[src/rtl/atomem_pkg.sv]
package atomem_pkg;

    typedef enum logic [2:0] {
        OP_LOAD  = 3'd0,
        OP_STORE = 3'd1,
        OP_SWAP  = 3'd2,
        OP_LR    = 3'd3,
        OP_SC    = 3'd4
    } op_e;

    localparam int unsigned OP_W = 3;

    // Unconditional writers; a store-conditional writes only on success.
    function automatic logic op_plain_write(op_e op);
        return (op == OP_STORE) || (op == OP_SWAP);
    endfunction

    // Operations that hand the previous word contents back to the port.
    function automatic logic op_returns_old(op_e op);
        return (op == OP_LOAD) || (op == OP_SWAP) || (op == OP_LR);
    endfunction

endpackage

[src/rtl/atomem_rr_arb.sv]
module atomem_rr_arb #(
    parameter int unsigned N  = 2,
    localparam int unsigned IW = (N > 1) ? $clog2(N) : 1
) (
    input  logic          clk,
    input  logic          rst,
    input  logic [N-1:0]  req,
    output logic [N-1:0]  gnt,
    output logic [IW-1:0] gnt_idx,
    output logic          gnt_any
);

    logic [IW-1:0] ptr_q;

    always_comb begin
        int unsigned c;
        gnt     = '0;
        gnt_idx = '0;
        gnt_any = 1'b0;
        for (int unsigned k = 0; k < N; k++) begin
            c = (int'(ptr_q) + k) % N;
            if (!gnt_any && req[c]) begin
                gnt_any = 1'b1;
                gnt[c]  = 1'b1;
                gnt_idx = IW'(c);
            end
        end
    end

    always_ff @(posedge clk) begin
        if (rst) begin
            ptr_q <= '0;
        end else if (gnt_any) begin
            ptr_q <= (int'(gnt_idx) == N - 1) ? '0 : gnt_idx + 1'b1;
        end
    end

    AST_ONE_GRANT: assert property (@(posedge clk) disable iff (rst)
        $onehot0(gnt));

    generate
        for (genvar i = 0; i < N; i++) begin : g_chk
            AST_GRANT_NEEDS_REQ: assert property (@(posedge clk) disable iff (rst)
                gnt[i] |-> req[i]);
            AST_RR_LAST: assert property (@(posedge clk) disable iff (rst)
                (gnt[i] && $past(gnt[i])) |-> ($countones(req) == 1));
        end
    endgenerate

endmodule

[src/rtl/atomem_resv.sv]
module atomem_resv
    import atomem_pkg::*;
#(
    parameter int unsigned N      = 2,
    parameter int unsigned ADDR_W = 4,
    localparam int unsigned IW    = (N > 1) ? $clog2(N) : 1
) (
    input  logic              clk,
    input  logic              rst,
    input  logic              acc,
    input  logic [IW-1:0]     acc_idx,
    input  op_e               acc_op,
    input  logic [ADDR_W-1:0] acc_addr,
    output logic              sc_pass,
    output logic              wr_en
);

    logic [N-1:0]      rv_q;
    logic [ADDR_W-1:0] ra_q [N];

    assign sc_pass = rv_q[acc_idx] && (ra_q[acc_idx] == acc_addr);
    assign wr_en   = acc && (op_plain_write(acc_op) || ((acc_op == OP_SC) && sc_pass));

    always_ff @(posedge clk) begin
        if (rst) begin
            rv_q <= '0;
            for (int i = 0; i < N; i++) ra_q[i] <= '0;
        end else begin
            for (int i = 0; i < N; i++) begin
                if (acc && (int'(acc_idx) == i)) begin
                    if (acc_op == OP_LR) begin
                        rv_q[i] <= 1'b1;
                        ra_q[i] <= acc_addr;
                    end else if (acc_op == OP_SC) begin
                        rv_q[i] <= 1'b0;
                    end
                end else if (wr_en && (ra_q[i] == acc_addr)) begin
                    rv_q[i] <= 1'b0;
                end
            end
        end
    end

    generate
        for (genvar i = 0; i < N; i++) begin : g_chk
            AST_SC_DROPS_OWN: assert property (@(posedge clk) disable iff (rst)
                (acc && (int'(acc_idx) == i) && (acc_op == OP_SC)) |=> !rv_q[i]);
            AST_LR_RECORDS: assert property (@(posedge clk) disable iff (rst)
                (acc && (int'(acc_idx) == i) && (acc_op == OP_LR))
                |=> (rv_q[i] && (ra_q[i] == $past(acc_addr))));
            AST_FOREIGN_WRITE_CLEARS: assert property (@(posedge clk) disable iff (rst)
                (wr_en && (int'(acc_idx) != i) && (ra_q[i] == acc_addr)) |=> !rv_q[i]);
        end
    endgenerate

endmodule

[src/rtl/atomem_top.sv]
module atomem_top
    import atomem_pkg::*;
#(
    parameter int unsigned NPORTS = 2,
    parameter int unsigned ADDR_W = 4,
    parameter int unsigned DATA_W = 64,
    localparam int unsigned DEPTH = 1 << ADDR_W,
    localparam int unsigned IW    = (NPORTS > 1) ? $clog2(NPORTS) : 1
) (
    input  logic                     clk,
    input  logic                     rst,
    input  logic [NPORTS-1:0]        req_valid,
    output logic [NPORTS-1:0]        req_ready,
    input  logic [NPORTS*OP_W-1:0]   req_op,
    input  logic [NPORTS*ADDR_W-1:0] req_addr,
    input  logic [NPORTS*DATA_W-1:0] req_wdata,
    output logic [NPORTS-1:0]        rsp_valid,
    output logic [NPORTS*DATA_W-1:0] rsp_data
);

    logic [NPORTS-1:0] gnt;
    logic [IW-1:0]     gnt_idx;
    logic              acc;
    op_e               sel_op;
    logic [ADDR_W-1:0] sel_addr;
    logic [DATA_W-1:0] sel_wdata;
    logic [DATA_W-1:0] old_word;
    logic [DATA_W-1:0] result;
    logic              sc_pass;
    logic              wr_en;

    logic [DATA_W-1:0] mem_q [DEPTH];
    logic [NPORTS-1:0] rsp_valid_q;
    logic [DATA_W-1:0] rsp_q [NPORTS];

    atomem_rr_arb #(.N(NPORTS)) arb_i (
        .clk     (clk),
        .rst     (rst),
        .req     (req_valid),
        .gnt     (gnt),
        .gnt_idx (gnt_idx),
        .gnt_any (acc)
    );

    assign req_ready = gnt;
    assign sel_op    = op_e'(req_op[int'(gnt_idx)*OP_W +: OP_W]);
    assign sel_addr  = req_addr[int'(gnt_idx)*ADDR_W +: ADDR_W];
    assign sel_wdata = req_wdata[int'(gnt_idx)*DATA_W +: DATA_W];
    assign old_word  = mem_q[sel_addr];

    atomem_resv #(.N(NPORTS), .ADDR_W(ADDR_W)) resv_i (
        .clk      (clk),
        .rst      (rst),
        .acc      (acc),
        .acc_idx  (gnt_idx),
        .acc_op   (sel_op),
        .acc_addr (sel_addr),
        .sc_pass  (sc_pass),
        .wr_en    (wr_en)
    );

    always_comb begin
        if (op_returns_old(sel_op))  result = old_word;
        else if (sel_op == OP_SC)    result = sc_pass ? '0 : DATA_W'(1);
        else                         result = '0;
    end

    always_ff @(posedge clk) begin
        if (rst) begin
            for (int a = 0; a < DEPTH; a++) mem_q[a] <= '0;
        end else if (wr_en) begin
            mem_q[sel_addr] <= sel_wdata;
        end
    end

    always_ff @(posedge clk) begin
        if (rst) begin
            rsp_valid_q <= '0;
            for (int i = 0; i < NPORTS; i++) rsp_q[i] <= '0;
        end else begin
            rsp_valid_q <= gnt;
            for (int i = 0; i < NPORTS; i++) begin
                if (gnt[i]) rsp_q[i] <= result;
            end
        end
    end

    assign rsp_valid = rsp_valid_q;

    generate
        for (genvar i = 0; i < NPORTS; i++) begin : g_rsp
            assign rsp_data[i*DATA_W +: DATA_W] = rsp_q[i];
            AST_RSP_AFTER_ACCEPT: assert property (@(posedge clk) disable iff (rst)
                rsp_valid[i] |-> $past(req_valid[i] && req_ready[i]));
        end
    endgenerate

    AST_SWAP_LANDS: assert property (@(posedge clk) disable iff (rst)
        (acc && (sel_op == OP_SWAP)) |=> (mem_q[$past(sel_addr)] == $past(sel_wdata)));

    AST_SC_FAIL_KEEPS: assert property (@(posedge clk) disable iff (rst)
        (acc && (sel_op == OP_SC) && !sc_pass) |=> (mem_q[$past(sel_addr)] == $past(old_word)));

endmodule

[config.mk]
export PLATFORM = sky130hd
export DESIGN_NAME = atomem_top
export DESIGN_NICKNAME = d
export VERILOG_FILES = /design/src/rtl/atomem_pkg.sv /design/src/rtl/atomem_rr_arb.sv /design/src/rtl/atomem_resv.sv /design/src/rtl/atomem_top.sv
export SDC_FILE = /design/constraint.sdc
export NUM_CORES = 2
export LEC_CHECK = 0
export BUFFER_PORTS_ARGS = -buffer_cell sky130_fd_sc_hd__buf_2
export CORE_UTILIZATION = 48
export CTS_BUF_LIST = sky130_fd_sc_hd__clkbuf_8 sky130_fd_sc_hd__clkbuf_16
export CTS_CLUSTER_SIZE = 14
export DETAILED_ROUTE_END_ITERATION = 12
export GPL_ROUTABILITY_DRIVEN = 0
export HOLD_SLACK_MARGIN = 0.02
export PLACE_DENSITY_LB_ADDON = 0.25
export SETUP_SLACK_MARGIN = 0.5
export SYNTH_ARGS = -nofsm -noshare
export SYNTH_HDL_FRONTEND = slang
export SYNTH_SLANG_ARGS = --single-unit
[constraint.sdc]
create_clock -name clk -period 16.05 [get_ports clk]
set_clock_uncertainty 0.05 [all_clocks]
set_input_delay 1.605 -clock clk [delete_from_list [all_inputs] [get_ports clk]]
set_output_delay 1.605 -clock clk [all_outputs]
set_load 0.005 [all_outputs]
== After elaboration in Yosys (flattened, before gate mapping) ==
Memory sizes are Yosys's and may differ from the RTL's.
Index checks and enable logic that the tools add are counted.

* Bits in registers: 5
* Memories: 3
* RAM bits: 1160
* Bits of input ports: 146
* Output and inout bits: 132

* Eq/ne operators: 9
* Magnitude comparators: 5
* $add $sub $neg: 2
* Bitwise gates (word level): 6
* Reductions and logical operators: 21
* Muxes and demuxes: 51
* $mul: 1
* Shift-type cells: 3

{| class="wikitable"
|+ Memory list
! memory !! depth !! width !! read ports !! clocked after memory_dff !! wr ports !! RTL line !! RTL
|-
| mem_q || 16 || 64 || 1 || 0 || 16 || atomem_top.sv:32 || <nowiki>logic [DATA_W-1:0] mem_q [DEPTH];</nowiki>
|-
| rsp_q || 2 || 64 || 2 || 0 || 2 || atomem_top.sv:34 || <nowiki>logic [DATA_W-1:0] rsp_q [NPORTS];</nowiki>
|-
| resv_i.ra_q || 2 || 4 || 3 || 0 || 2 || atomem_resv.sv:19 || <nowiki>logic [ADDR_W-1:0] ra_q [N];</nowiki>
|}

{| class="wikitable"
|+ Operators with widths
! kind !! number
|-
| $mux 64 || 4
|-
| $shiftx 128x8->64 || 1
|-
| $reduce_or 64->1 || 1
|-
| $mux 1 || 40
|-
| $eq 4x4->1 || 3
|-
| $mux 4 || 3
|-
| $logic_and 1x1->1 || 10
|-
| $shiftx 8x4->4 || 1
|-
| $eq 3x2->1 const B || 2
|-
| $lt 1x2->1 const B || 3
|-
| $ne 3x3->1 const B || 2
|-
| $shiftx 6x4->3 || 1
|-
| $logic_or 1x1->1 || 4
|-
| $mux 2 || 2
|-
| $or 1x1->1 || 4
|-
| $reduce_and 2->1 || 2
|-
| $reduce_bool 2->1 || 2
|-
| $eq 3x1->1 const B || 1
|-
| $eq 3x3->1 const B || 1
|-
| $logic_not 3->1 || 1
|-
| $mul 1x2->3 const B || 1
|-
| $add 1x1->1 const B || 2
|-
| $demux 1 s1 || 2
|-
| $ge 1x1->1 const B || 2
|-
| other kinds (3) || 3
|}

== Depth between registers and ports, before layout ==
* Depth in word-level cells: 17
* Depth in mapped cells: 11

== Cells and area by module ==
Synthesis repeated with hierarchy kept, for this count alone.

* Cells, all modules: 4228
* Area total of the unflattened synthesis: 50389.6 µm²

{| class="wikitable"
|+ By module, submodules not included
! module !! area an instance (µm²) !! seq. area each (µm²) !! cells each !! times used
|-
| atomem_top || 49681.4 || 34633.2 || 4161 || 1
|-
| atomem_resv || 633.1 || 280.3 || 59 || 1
|-
| atomem_rr_arb || 75.1 || 20.0 || 8 || 1
|}

== Worst setup path after synthesis ==
Ideal clock, no wire load.

* Kind: input-to-reg
* From: input port req_valid[1]
* To: memory mem_q[7][0] (enable)
* Setup time: 0.499 ns
* Setup slack: 9.536 ns
* Path buffers: 3
* Cell stages on the path: 10
* Arrival time: 5.965 ns
* Cell sequence: buf_4 a21bo_2 inv_1 nand2_1 a21oi_1 and4_1 buf_2 o21ai_4 buf_2 o21bai_1

{| class="wikitable"
|+ RTL lines
! what !! RTL line !! RTL
|-
| start, declared || atomem_top.sv:12 || <nowiki>input logic [NPORTS-1:0] req_valid,</nowiki>
|-
| end, declared || atomem_top.sv:32 ||
|}

==> impl_metrics.toml <==
[run_status]
status = "finished clean"

[timing]
rsz0062_at_grt = "false"
fmaxAchievable_ghz = 0.128
slew_headroom = 0.159
drv_slew = 0
hold_viol_final = 0
min_period_over_period = 0.488
timing.final.crit_period_ps = 7830
setup_tns_ps = 0
tightest_slew_ps = 1260
setup_violations = 0
setup_slack_ps = 8220

[min_path]
hold_path.class = "reg -> reg"
hold_path_end = "resv_i.rv_q[0]"
hp-start = "resv_i.rv_q[0]"
hold_path_depth = 2

[floorplanning]
die_h_um = 332
start_util = 0.487
core_area_mm2 = 0.108
rows = 120
dieWidth_um = 332
ioPinCount = 278
die_area_mm2 = 0.110

[clock_tree]
clock_latency_ps = 720
numCtsBuffers = 119
post-cts-setup-buffer-count = 0
tritoncts = "done"
max-clock-path-buffers = 3
clk_pin_slew_ps = 60
post_cts_resized = 0
clock-root-buffer = "clkbuf_16"
htree_levels = 3
clock-sinks = 1165
cts_hold_buf = 0

[synth]
synth.most_common_cell = "edfxtp_1"
async_flop_share = 0
ys.flop_type = "edfxtp_1"
synth-edff-count = 1160
syn_area_mm2 = 0.0524
netlist_top_cells_count = "edfxtp_1 (1160), nor2_1 (1042), nand2_1 (462)"
synth_seq_area_share = 0.667
synth.area.mux_share = 0.0267
synth-xor-area-share = 0.00267
synth_fa_ha_area_frac = 0
synth_simple_gate_area_frac = 0.168
syn_avg_cell_area_um2 = 11.9
yosys_warnings = 0
yosysUniqueCellTypes = 58
synth_compound_area_frac = 0.0923
synth_top_family_by_area = "simple AND/OR/NAND/NOR gates"
synthTopCellsByArea = "edfxtp_1 (66%), nor2_1 (7.5%), a211oi_1 (5.4%)"
syn-num-nets = 4532
synth_top_cell_by_area = "edfxtp_1"
synthCells = 4386
ys_ff_latch = 1165
synth_top_area_frac = 0.665

[power_and_ir_drop]
power-per-cell-area_mw_per_mm2 = 120
irDropWorstVdd_mv = 0.0848
leakagePower_uw = 0.0210
finalPower_uw = 6980

[layout]
fin_util = 0.539
area_growth_pct = 10.7
multiInputGateArea_mm2 = 0.0155
ff_latch_area_mm2 = 0.0349
post_layout_nonfiller_instances = 5971
final_net_count = 4621
antenna_cells = 0
layout-drive-gt1-share = 0.125
fillCellCount = 9082

[routing]
ant_nets = 0
drt_iter0_drc = 4189
wl_per_cell_um = 26.8
via_per_inst = 6.18
wl_um = 160000
vias = 36900
drtPass1Iterations = 6
drc = 0

[placement]
dp_slack_ps = 7570
io_buffers = 277
dp_cells = 5757
dp_hpwl_um = 82300

[worst_setup_path]
rrSetupSlack_ps = 8790
reg2reg_to = "mem_q[13][25]"
worstRegToRegCells = 12
regToRegStartpoint = "arb_i.ptr_q"
crit_arrival_ps = 8090
crit_path_start_kind = "input pin"
worstPathRequired_ps = 16310
cp-end-kind = "register"
path_class = "in -> reg"
crit_fanout = 88

[grt]
grt_antenna_before_repair = 0
grt_pass1_vias = 35700
overflow = 0
grt_start_max_net_pins = 203
grt_pass1_wl_um = 232000
grt_use_total = 0.283

[flow_run]
cap_violations = 0
critical path, cell delays in order:
cell and delay (ps):
buf_2 120, nand2b_1 440, nand2_4 280, inv_4 420
buf_4 590, nand3_1 220, o21ai_4 90, buf_4 880
o21ai_4 480, buf_4 500, buf_4 530, o21bai_4 800
buf_4 870
kinds of logic (layout without fill, tap and decap cells):
| group | Yosys count | count (layout) |
|---|---|---|
| mux | 138 | 138 |
| compound gates | 692 | 692 |
| buf+inv | 388 | 570 |
| simple gates | 1987 | 1987 |
| flops | 1165 | 1165 |
| xor+xnor | 16 | 16 |
layout by cell type, fill, tap and decap left out, types with 4 or more instances in the layout:
cell type | Yosys | final
a211oi_1 | 374 | 374
a21oi_1 | 9 | 8
a221oi_1 | 64 | 64
a31oi_1 | 5 | 5
and3_1 | 377 | 377
and4_1 | 64 | 64
buf_12 | 0 | 4
buf_2 | 92 | 277
buf_4 | 7 | 69
bufinv_16 | 0 | 13
clkbuf_16 | 0 | 120
clkinv_1 | 0 | 25
clkinv_2 | 0 | 24
clkinvlp_4 | 0 | 6
dfxtp_1 | 5 | 5
edfxtp_1 | 1160 | 1160
inv_1 | 6 | 27
mux2_2 | 6 | 6
mux2i_1 | 131 | 131
nand2_1 | 462 | 461
nand3_1 | 11 | 11
nand4_1 | 4 | 4
nor2_1 | 1042 | 1037
nor2_4 | 0 | 8
o21ai_0 | 192 | 192
o21ai_4 | 4 | 7
o21bai_4 | 0 | 16
xnor2_1 | 10 | 10
xor2_1 | 6 | 6
worst max-delay path by stage:
stage	startpoint	end	slack, ps	cells after the start
5_1_grt	req_valid[0]	mem_q[12][25]	7920	13
3_3_place_gp	req_valid[0]	mem_q[12][19]	7700	13
2_1_floorplan	req_valid[1]	mem_q[7][0]	9540	10
3_5_place_dp	req_valid[0]	mem_q[13][22]	7570	13
4_1_cts	req_valid[0]	mem_q[13][25]	8290	13
6_report	req_valid[0]	mem_q[13][25]	8220	13
power breakdown:
group          total (uW)  switching [uW]  internal, uW  leakage (uW)
Sequential           3520            34.5          3490        0.0119
Clock                2730            1170          1560       0.00194
Combinational         726             540           186       0.00717
state kept, by name (all words and copies together) (netlist names):
| name | cells |
|---|---|
| arb_i.ptr_q | 1 |
| mem_q | 1024 |
| resv_i.ra_q | 8 |
| resv_i.rv_q | 2 |
| rsp_q | 128 |
| rsp_valid | 2 |
metrics by stage:
step	cell area (um2)	hold slack (ps)
detailed placement	54200	485
global placement	54200	463
global route	58000	549
finish	58000	500
floorplan	52400	431
CTS	58000	495
cell type report:
| type | count | area share |
|---|---|---|
| Sequential cell | 1165 | 0.602 |
| Tap cell | 1403 | 0.0303 |
| Timing Repair Buffer | 350 | 0.0342 |
| Clock inverter | 93 | 0.0134 |
| Clock buffer | 121 | 0.0520 |
| Multi-Input combinational cell | 2833 | 0.268 |
| Inverter | 6 | 0.000431 |
metal layers:
metal / vias to the layer above / track usage / share of wire / wire length (um)
met5: - / 0 / 0 / 0
met2: 2024 / 0.471 / 0.48 / 76900
met4: 0 / 0.110 / 0.038 / 6130
met1: 18300 / 0.372 / 0.39 / 61800
li1: 16200 / - / - / -
met3: 367 / 0.0454 / 0.093 / 14900
Note: power is estimated with default switching activity, not from simulation.
